**config.mk**
```make
export PLATFORM = sky130hd
export DESIGN_NAME = dbgport_tgt
export DESIGN_NICKNAME = d
export VERILOG_FILES = /design/src/rtl/dbgport_pkg.sv /design/src/rtl/dbgport_hdr_chk.sv /design/src/rtl/dbgport_dp_regs.sv /design/src/rtl/dbgport_tgt.sv
export SDC_FILE = /design/constraint.sdc
export NUM_CORES = 1
export LEC_CHECK = 0
export ABC_AREA = 1
export ABC_CLOCK_PERIOD_IN_PS = 2400
export BUFFER_PORTS_ARGS = -buffer_cell sky130_fd_sc_hd__buf_2
export CAP_MARGIN = 5
export CORE_MARGIN = 4
export CORE_UTILIZATION = 40
export CTS_BUF_LIST = sky130_fd_sc_hd__clkbuf_8
export DETAILED_ROUTE_END_ITERATION = 10
export HOLD_SLACK_MARGIN = 0.03
export PLACE_DENSITY = 0.69
export REMOVE_ABC_BUFFERS = 1
export SLEW_MARGIN = 10
export SYNTH_ARGS = -nofsm -noshare
export SYNTH_HDL_FRONTEND = slang
export SYNTH_SLANG_ARGS = --single-unit
```
**constraint.sdc**
```tcl
create_clock -name clk_i -period 2.4 [get_ports clk_i]
set_clock_uncertainty 0.2 [all_clocks]
set_input_delay 0.12 -clock clk_i [delete_from_list [all_inputs] [get_ports clk_i]]
set_output_delay 0.12 -clock clk_i [all_outputs]
set_load 0.03 [all_outputs]
```
**src/rtl/dbgport_pkg.sv**
```systemverilog
package dbgport_pkg;
  typedef enum logic [2:0] {
    ST_IDLE, ST_HDR, ST_TRN1, ST_ACK, ST_RDATA, ST_TRN2, ST_WDATA
  } st_e;

  localparam logic [2:0] ACK_OK    = 3'b001;
  localparam logic [2:0] ACK_WAIT  = 3'b010;
  localparam logic [2:0] ACK_FAULT = 3'b100;

  localparam int HDR_BITS = 7;  // header bits after start
  localparam int ERR_BIT  = 1;  // sticky error in control/status
  localparam int CLR_BIT  = 2;  // abort error-clear
  localparam int BANK_LSB = 4;  // bank field in select

  typedef struct packed {
    logic       ap;
    logic       rd;
    logic [1:0] addr;  // {A3, A2}
  } req_t;
endpackage

```
**src/rtl/dbgport_hdr_chk.sv**
```systemverilog
module dbgport_hdr_chk
  import dbgport_pkg::*;
(
  input  logic [HDR_BITS-1:0] bits_i,
  output logic                ok_o,
  output req_t                req_o
);
  always_comb begin
    req_o.ap   = bits_i[0];
    req_o.rd   = bits_i[1];
    req_o.addr = {bits_i[3], bits_i[2]};
    ok_o = (bits_i[4] == ^bits_i[3:0]) && !bits_i[5] && bits_i[6];
  end
endmodule

```
**src/rtl/dbgport_dp_regs.sv**
```systemverilog
module dbgport_dp_regs
  import dbgport_pkg::*;
#(
  parameter int          DATA_W = 32,
  parameter int          CTRL_W = 8,
  parameter int          BANK_W = 4,
  parameter logic [31:0] ID_VAL = 32'h0C0D_E5A1
) (
  input  logic              clk_i,
  input  logic              rst_ni,
  input  logic              wr_i,
  input  logic [1:0]        addr_i,
  input  logic [DATA_W-1:0] wdata_i,
  input  logic              par_err_i,
  output logic [DATA_W-1:0] rdata_o,
  output logic              err_o,
  output logic [BANK_W-1:0] bank_o
);
  logic              err_q;
  logic [CTRL_W-1:0] ctrl_q;
  logic [DATA_W-1:0] sel_q;

  always_ff @(posedge clk_i or negedge rst_ni) begin
    if (!rst_ni) begin
      err_q  <= 1'b0;
      ctrl_q <= '0;
      sel_q  <= '0;
    end else if (par_err_i) begin
      err_q <= 1'b1;
    end else if (wr_i) begin
      case (addr_i)
        2'b00:   if (wdata_i[CLR_BIT]) err_q <= 1'b0;
        2'b01:   ctrl_q <= wdata_i[DATA_W-1 -: CTRL_W];
        2'b10:   sel_q  <= wdata_i;
        default: ;
      endcase
    end
  end

  always_comb begin
    rdata_o = '0;
    case (addr_i)
      2'b00: rdata_o = DATA_W'(ID_VAL);
      2'b01: begin
        rdata_o[DATA_W-1 -: CTRL_W] = ctrl_q;
        rdata_o[ERR_BIT]            = err_q;
      end
      2'b10:   rdata_o = sel_q;
      default: rdata_o = '0;
    endcase
  end

  assign err_o  = err_q;
  assign bank_o = sel_q[BANK_LSB +: BANK_W];
endmodule

```
**src/rtl/dbgport_tgt.sv**
```systemverilog
module dbgport_tgt
  import dbgport_pkg::*;
#(
  parameter int          DATA_W = 32,
  parameter int          CTRL_W = 8,
  parameter int          BANK_W = 4,
  parameter logic [31:0] ID_VAL = 32'h0C0D_E5A1
) (
  input  logic              clk_i,
  input  logic              rst_ni,
  input  logic              dio_i,
  output logic              dio_o,
  output logic              dio_oe_o,
  output logic              ap_req_o,
  output logic              ap_we_o,
  output logic [BANK_W+1:0] ap_addr_o,
  output logic [DATA_W-1:0] ap_wdata_o,
  input  logic [DATA_W-1:0] ap_rdata_i,
  input  logic              ap_ready_i
);
  localparam int CNT_W = $clog2(DATA_W + 1);
  localparam logic [CNT_W-1:0] CNT_LAST = CNT_W'(DATA_W);
  localparam logic [CNT_W-1:0] HDR_LAST = CNT_W'(HDR_BITS - 1);

  st_e                 st_q;
  logic [CNT_W-1:0]    cnt_q;
  logic [HDR_BITS-1:0] hdr_q, hdr_nxt;
  req_t                req_q, hdr_req;
  logic [2:0]          ack_q, ack_nxt;
  logic [DATA_W-1:0]   sh_q, rd_val, dp_rdata;
  logic                par_q, hdr_ok, err_q, fault_ok;
  logic                wr_done, par_good, dp_wr, par_err, ap_rd_go;
  logic [BANK_W-1:0]   bank;

  assign hdr_nxt = {dio_i, hdr_q[HDR_BITS-1:1]};

  dbgport_hdr_chk u_hdr (
    .bits_i(hdr_nxt),
    .ok_o  (hdr_ok),
    .req_o (hdr_req)
  );

  dbgport_dp_regs #(
    .DATA_W(DATA_W), .CTRL_W(CTRL_W), .BANK_W(BANK_W), .ID_VAL(ID_VAL)
  ) u_regs (
    .clk_i    (clk_i),
    .rst_ni   (rst_ni),
    .wr_i     (dp_wr),
    .addr_i   (req_q.addr),
    .wdata_i  (sh_q),
    .par_err_i(par_err),
    .rdata_o  (dp_rdata),
    .err_o    (err_q),
    .bank_o   (bank)
  );

  // accesses still answered while the sticky error is set
  assign fault_ok = !req_q.ap &&
                    ((req_q.rd && !req_q.addr[1]) || (!req_q.rd && req_q.addr == 2'b00));

  always_comb begin
    if (err_q && !fault_ok)          ack_nxt = ACK_FAULT;
    else if (req_q.ap && !ap_ready_i) ack_nxt = ACK_WAIT;
    else                             ack_nxt = ACK_OK;
  end

  assign rd_val   = req_q.ap ? ap_rdata_i : dp_rdata;
  assign ap_rd_go = (st_q == ST_TRN1) && req_q.ap && req_q.rd && (ack_nxt == ACK_OK);
  assign wr_done  = (st_q == ST_WDATA) && (cnt_q == CNT_LAST);
  assign par_good = (dio_i == ^sh_q);
  assign dp_wr    = wr_done && par_good && !req_q.ap;
  assign par_err  = wr_done && !par_good;

  assign ap_req_o   = ap_rd_go || (wr_done && par_good && req_q.ap);
  assign ap_we_o    = (st_q == ST_WDATA);
  assign ap_addr_o  = {bank, req_q.addr};
  assign ap_wdata_o = sh_q;

  assign dio_oe_o = (st_q == ST_ACK) || (st_q == ST_RDATA);
  always_comb begin
    case (st_q)
      ST_ACK:   dio_o = ack_q[cnt_q[1:0]];
      ST_RDATA: dio_o = (cnt_q == CNT_LAST) ? par_q : sh_q[0];
      default:  dio_o = 1'b0;
    endcase
  end

  always_ff @(posedge clk_i or negedge rst_ni) begin
    if (!rst_ni) begin
      st_q  <= ST_IDLE;
      cnt_q <= '0;
      hdr_q <= '0;
      req_q <= '0;
      ack_q <= ACK_OK;
      sh_q  <= '0;
      par_q <= 1'b0;
    end else begin
      case (st_q)
        ST_IDLE: if (dio_i) begin
          st_q  <= ST_HDR;
          cnt_q <= '0;
        end
        ST_HDR: begin
          hdr_q <= hdr_nxt;
          if (cnt_q == HDR_LAST) begin
            cnt_q <= '0;
            req_q <= hdr_req;
            st_q  <= hdr_ok ? ST_TRN1 : ST_IDLE;
          end else cnt_q <= cnt_q + 1'b1;
        end
        ST_TRN1: begin
          ack_q <= ack_nxt;
          sh_q  <= rd_val;
          par_q <= ^rd_val;
          cnt_q <= '0;
          st_q  <= ST_ACK;
        end
        ST_ACK: begin
          if (cnt_q == CNT_W'(2)) begin
            cnt_q <= '0;
            st_q  <= (ack_q == ACK_OK && req_q.rd) ? ST_RDATA : ST_TRN2;
          end else cnt_q <= cnt_q + 1'b1;
        end
        ST_RDATA: begin
          if (cnt_q == CNT_LAST) begin
            cnt_q <= '0;
            st_q  <= ST_TRN2;
          end else begin
            sh_q  <= sh_q >> 1;
            cnt_q <= cnt_q + 1'b1;
          end
        end
        ST_TRN2: begin
          cnt_q <= '0;
          st_q  <= (ack_q == ACK_OK && !req_q.rd) ? ST_WDATA : ST_IDLE;
        end
        ST_WDATA: begin
          if (cnt_q == CNT_LAST) begin
            st_q <= ST_IDLE;
          end else begin
            sh_q  <= {dio_i, sh_q[DATA_W-1:1]};
            cnt_q <= cnt_q + 1'b1;
          end
        end
        default: st_q <= ST_IDLE;
      endcase
    end
  end
endmodule


```
==> results.ini, run 1 <==
[power]
p_int_w=0.00237
pwr-share-seq_pct=53.0
finalPower_w=0.00307
p_clk_share_pct=42.7
irDropWorstVdd_uv=204
switching_share_pct=22.8
p_leak_nw=4.52
p_per_area_nw_per_um2=356
power_frac_comb_pct=4.3
p_sw_w=0.000699

[clocking]
cts_buffer_depth=2
clkSinkCount=96
cts-root-buf=clkbuf_8
h-tree-depth=3
cts_tree=done
clk_transition_reported_paths_ps=100
cts_made_buffers=9
clk_latency_ps=390

[cells_and_area]
finalInstanceArea_sq_um=8610
area_delta_synth_final_pct=27.3
nFillCells=1633
drive_gt1_share_pct=33.7
stdcell_count=1333
multi_input_area_sq_um=3920
ff_latch_area_sq_um=2430
mostFrequentLayoutCell=nand2_1
diodes=0
finalNetCount=1151
layout_common_cells=nand2_1, inv_1, buf_2, dfrtp_1, o21ai_2
fin_util_pct=51.9

[run]
cap_violations=0

[hold_path]
hold_depth=5
whs_endpoint=ap_wdata_o[20]
hp-class=in2reg
worstHoldStart=ap_rdata_i[20]

[logic_synthesis]
syn_area_sq_um=6760
async_flop_share_pct=100
ys.flop_type=dfrtp_1
synth-seq-cells=96
ys_seq_area_share_pct=35.5
synthTopCellsByArea=dfrtp_1, nand2_1, o21ai_2, inv_1, nand3_1
synth_top_area_share_pct=35.1
synth_edf_count=0
postSynthCellCount=963
yosys.area.top_type=dfrtp_1
synth.avg_cell_area_sq_um=7.02
ys_warn_count=0
ys_types=40

[global_routing]
overflow=0
gr-usage-all-layers_pct=19.2
grt_max_degree=57
antenna_found_initial=0
grt_pass1_wl_microns=30400
grt_pass1_vias=6278

[placement]
gp_congestion=0.862
portBuffers=77
dp.cells=1258
placed_area_sq_um=7520
dp_hpwl_microns=13000

[sta]
max_slew_margin_pct=65.2
worst_pin_slew_ps=522
finalHoldViolations=0
finalCritPeriodShare_pct=103
max_freq_ghz=0.406
rsz0062_at_grt=yes
final.min_clock_period_ps=2470
setup_viol=1
hold_ws_ps=28.3
layout_setup_ws_ps=-65.7
slew_violations=0

[critical_path]
crit_slowest_cell=dfrtp_1
worstSetupStartpointType=register
r2r_slack_ps=40
cp_common_cell=nand2_1
reg2reg_from=ap_addr_o[1]
criticalPathCategory=reg2out
cpPeakStageDelay_ps=440
worstPathArrival_ps=2150
r2r-end=par_q
cp-end-kind=output pin
cp_num_buf_inv=3
cp.required_ps=2080
crit_chain=nor2_2 -> inv_1 -> nand2_1 -> nand2_1 -> nand2_1 -> nand2_1 -> nand2_2 -> nand2_2 -> inv_1 -> nor2_1 -> nand3_1 -> nand3_2 -> a21oi_2 -> buf_6
critPathTopFamily=simple AND/OR/NAND/NOR gates
reg2reg_depth=17
crit_fanout=4
cp.depth=14

[floorplan]
initial_core_util_pct=40.8
die_x_microns=138
core_sq_um=16600
die_area_sq_um=19100
rows=47
ios=78
die_y_microns=138

[drt]
initialDrtViolationCount=327
drt-wirelength-per-cell_microns=14.4
vias=6605
drcViolationCount=0
detail-route-antenna-nets=0
drtPass1Iterations=5
wirelength_microns=19200
viasPerCell=4.95

[outcome]
violations=negative setup slack
outcome=complete, but fails checks

[cell type report]
type / instances / area share (%)
multi-input cells: 719 / 45.6
repair buffers: 168 / 15.3
flip-flops and latches: 96 / 28.2
clock inverters: 7 / 1.29
inverters: 114 / 5.03
clock buffers: 9 / 1.44
well taps: 220 / 3.20
[worst max-delay path by stage]
| stage | endpoint | from | slack (ps) |
|---|---|---|---|
| after detailed placement | par_q | ap_addr_o[0] | -50 |
| after floorplan | ap_wdata_o[0] | st_q[2] | -380 |
| after global placement | par_q | ap_addr_o[0] | 20 |
| after global routing | ap_req_o | ap_wdata_o[19] | -220 |
| final | ap_req_o | ap_wdata_o[14] | -70 |
| after CTS | ap_req_o | ap_wdata_o[14] | -50 |
[metal layers]
layer  routed length, microns  vias up  global-route usage, %
met5                        0        -                      0
met4                      500        0                   6.92
met3                      866       36                   3.11
met2                     9350      172                   32.9
met1                     8500     3067                   24.7
li1                         -     3330                      -
[flip-flops by register name (all words and copies together) (netlist names)]
register,cells
u_regs.err_o,1
cnt_q,6
ap_wdata_o,32
u_regs.sel_q,32
hdr_q,6
par_q,1
u_regs.ctrl_q,8
ack_q,3
st_q,3
req_q,2
ap_addr_o,2
[cells by family (layout without fill, tap and decap cells)]
group | count (synthesis) | after routing | share of synthesized area [%]
AO/OA/AOI/OAI | 141 | 141 | 15.8
XOR/XNOR | 25 | 25 | 3.24
adder cells (fa/ha/maj) | 7 | 7 | 1.29
buffers and inverters | 149 | 298 | 10.2
flip-flops | 96 | 96 | 35.5
AND/OR/NAND/NOR | 545 | 546 | 34.0
[power groups by stage]
stage	Clock [W]	Sequential [W]	Combinational, W
2_1_floorplan	0	0.00166	0.0000221
3_3_place_gp	0	0.00166	0.000100
3_5_place_dp	0	0.00166	0.000101
4_1_cts	0.00134	0.00163	0.000126
5_1_grt	0.00140	0.00163	0.000149
6_report	0.00131	0.00163	0.000133
[per-stage QoR]
stage	setup TNS (ps)	worst slack, ps
floorplan	-21530	-377
global placement	0	18.1
detailed placement	-46.4	-46.4
CTS	-52.9	-52.9
global route	-3220	-220
finish	-65.7	-65.7
[synth_stat cells, types with 2 or more instances]
master / n
nand3_1: 50
inv_2: 9
nand2_1: 411
ha_1: 7
dfrtp_1: 95
xor2_1: 14
or2_2: 2
nand2_2: 27
o211ai_2: 19
buf_2: 12
buf_4: 11
nor3_1: 6
nor2_2: 4
buf_6: 8
xnor2_1: 11
inv_1: 105
nor2_1: 30
o21ai_1: 19
nand4_1: 5
clkbuf_1: 3
nor2_4: 2
o22ai_1: 3
o21ai_0: 30
a21oi_1: 9
o211ai_1: 10
o21ai_2: 47
[tightest hold or removal path: stages]
cell and delay, ps:
buf_2 100, o21ai_1 110, nand2_1 100, o211ai_2 90
o21ai_2 60
[what timing repair did]
item | in CTS | in global routing
endpoints found under the setup margin | 2 | 69
cloned | 0 | 5
pin swaps | 10 | 15
hold buffers | 18 | 5
gates resized for setup | 48 | 69
endpoints found under the hold margin | 112 | 5
buffers inserted | 20 | 11
Power figures use the tool's default switching activity.
==> run 2: changes to the inputs <==
CORE_MARGIN = default   (was 4)
MAX_ROUTING_LAYER = met4   (was default)
==> run 2 against run 1 <==
Against the previous run:
- die area is 8.5% lower
- non-clock buffer count is 5 lower
- flip-flop and latch count stayed put
- final area is 3.0% lower
- register-to-register slack worse by 30 ps
- the flow still finishes with violations (negative setup slack)
- largest cell class unchanged
- clock power is 25% lower
- via count is 1.5% lower
==> results.ini, run 2 (synthesis gave the netlist of run 1 again) <==
[placement]
pre_cts_slack_ps=-78.0  ; -31.6 ps
gp_congestion=0.871  ; +0.99%
dp_hpwl_microns=12200  ; -6.5%
portBuffers=77  ; unchanged
placed_area_sq_um=7490  ; -0.30%
dp.cells=1260  ; +0.16%

[sta]
max_slew_margin_pct=58.7  ; -6.4 points
rsz0062_at_grt=yes
worst_pin_slew_ps=619  ; +96.7 ps
final.min_clock_period_ps=2440  ; -27.4 ps
setup_viol=1  ; unchanged
layout_setup_ws_ps=-38.4  ; +27.4 ps
finalCritPeriodShare_pct=102  ; -1.1 points
finalHoldViolations=0  ; unchanged
max_freq_ghz=0.410  ; +1.1%
slew_violations=0  ; unchanged

[drt]
drcViolationCount=0  ; unchanged
wirelength_microns=18000  ; -6.2%
viasPerCell=4.91  ; -0.93%
initialDrtViolationCount=401  ; +23%
detail-route-antenna-nets=0  ; unchanged
drt-wirelength-per-cell_microns=13.6  ; -5.7%
vias=6509  ; -1.5%
drtPass1Iterations=5  ; unchanged

[critical_path]
reg2reg_depth=18  ; +1
criticalPathCategory=reg2out
crit_fanout=5  ; +1
worstPathArrival_ps=2120  ; -30 ps
crit_chain=xor2_2 -> inv_1 -> nand2_1 -> nand3_1 -> nand2_1 -> inv_1 -> nand2_1 -> nand2_1 -> nand2_1 -> nand3_2 -> a21oi_2 -> buf_6
cp-end-kind=output pin
worstSetupStartpointType=register
cp.required_ps=2080  ; about the same
crit_slowest_cell=dfrtp_2
cpPeakStageDelay_ps=460  ; +20 ps
cp_common_cell=nand2_1

[global_routing]
antenna_found_initial=0  ; unchanged
grt_pass1_wl_microns=28900  ; -4.9%
grt_max_degree=97  ; +70%
grt_pass1_vias=6073  ; -3.3%
gr-usage-all-layers_pct=21.4  ; +2.1 points
overflow=0  ; unchanged

[power]
p_int_w=0.00206  ; -13%
p_leak_nw=4.48  ; -0.99%
pwr-share-seq_pct=59.7  ; +6.7 points
p_clk_share_pct=35.8  ; -6.9 points
p_per_area_nw_per_um2=326  ; -8.5%
power_frac_comb_pct=4.4  ; about the same
irDropWorstVdd_uv=212  ; +4.0%
switching_share_pct=24.4  ; +1.6 points
p_sw_w=0.000665  ; -4.9%

[floorplan]
die_y_microns=132  ; -4.3%
die_area_sq_um=17400  ; -8.5%
ios=78  ; unchanged
initial_core_util_pct=40.9  ; +0.15 points
core_sq_um=16500  ; -0.35%
rows=47  ; unchanged
die_x_microns=132  ; -4.3%

[clocking]
clkSinkCount=96  ; unchanged
cts_made_buffers=9  ; unchanged
cts_tree=done
cts_buffer_depth=2  ; unchanged
clk_latency_ps=400  ; about the same
clk_transition_reported_paths_ps=100  ; about the same
cts-root-buf=clkbuf_8
h-tree-depth=3  ; unchanged

[run]
cap_violations=0  ; unchanged

[cells_and_area]
layout_common_cells=nand2_1, inv_1, dfrtp_1, buf_2, buf_4
finalNetCount=1146  ; -0.43%
stdcell_count=1326  ; -0.53%
mostFrequentLayoutCell=nand2_1
diodes=0  ; unchanged
finalInstanceArea_sq_um=8350  ; -3.0%
area_delta_synth_final_pct=23.5
drive_gt1_share_pct=30.5  ; -3.2 points

[hold_path]
hold_depth=5  ; unchanged
hp-class=in2reg

[outcome]
violations=negative setup slack
outcome=complete, but fails checks

run 2: worst max-delay path: cells and delay by family, from the launching register on:
kind                   cells  cell delay (ps)
AND/OR/NAND/NOR            7              580
flip-flops                 1              460
buffers and inverters      3              300
XOR/XNOR                   1              210
AO/OA/AOI/OAI              1              190
run 2: worst paths after layout:
check / start / to / slack (ps)
worst max-delay path: ap_wdata_o[25] / ap_req_o / -40
worst min-delay path: ap_rdata_i[18] / ap_wdata_o[18] / 3
worst max register to register: ap_addr_o[1] / par_q / 10
worst min register to register: u_regs.ctrl_q[0] / u_regs.ctrl_q[0] / 280
max in group asynchronous: rst_ni / ap_wdata_o[31] / 1370
min in group asynchronous: rst_ni / u_regs.sel_q[29] / 70
run 2: power groups by stage:
| stage | registers [W] | clock network, W | logic, W |
|---|---|---|---|
| after detailed placement | 0.00166 | 0 | 0.0000992 |
| after global placement | 0.00166 | 0 | 0.0000990 |
| after global routing | 0.00163 | 0.00104 | 0.000136 |
| after floorplan | 0.00166 | 0 | 0.0000221 |
| final | 0.00163 | 0.000976 | 0.000121 |
| after CTS | 0.00163 | 0.000990 | 0.000121 |
run 2: area by class of cell:
cell class	count	area, sq um
Tap cell	220	275
Clock inverter	4	16.3
Timing Repair Buffer	163	1230
Multi-Input combinational cell	719	3840
Clock buffer	10	138
Sequential cell	96	2420
Fill cell	1608	8170
Inverter	114	433
run 2: what timing repair did:
action / 4_1_cts / 5_1_grt
pin swaps: 7 / 6
hold endpoints to repair: 113 / 0
cloned: 0 / 4
resized for setup: 47 / 39
hold buffers: 17 / 0
endpoints found under the setup margin: 2 / 50
setup buffers: 23 / 8
run 2: metal layers:
metal  part of all wire [%]  GRT usage, %
met5                      0             -
met4                    2.5          9.11
met3                    4.9          2.54
met2                     47          33.0
met1                     46          28.3
run 2: metrics by stage:
stage	utilization [%]	TNS (ps)	hold slack, ps	power (W)
6_report	50.5	-38.4	2.87	0.00272
3_5_place_dp	45.3	-78.0	32.8	0.00176
3_3_place_gp	45.3	0	32.4	0.00176
4_1_cts	49.0	-34.3	33.0	0.00274
2_1_floorplan	-	-21530	-376	0.00168
5_1_grt	50.5	-2740	50.4	0.00281
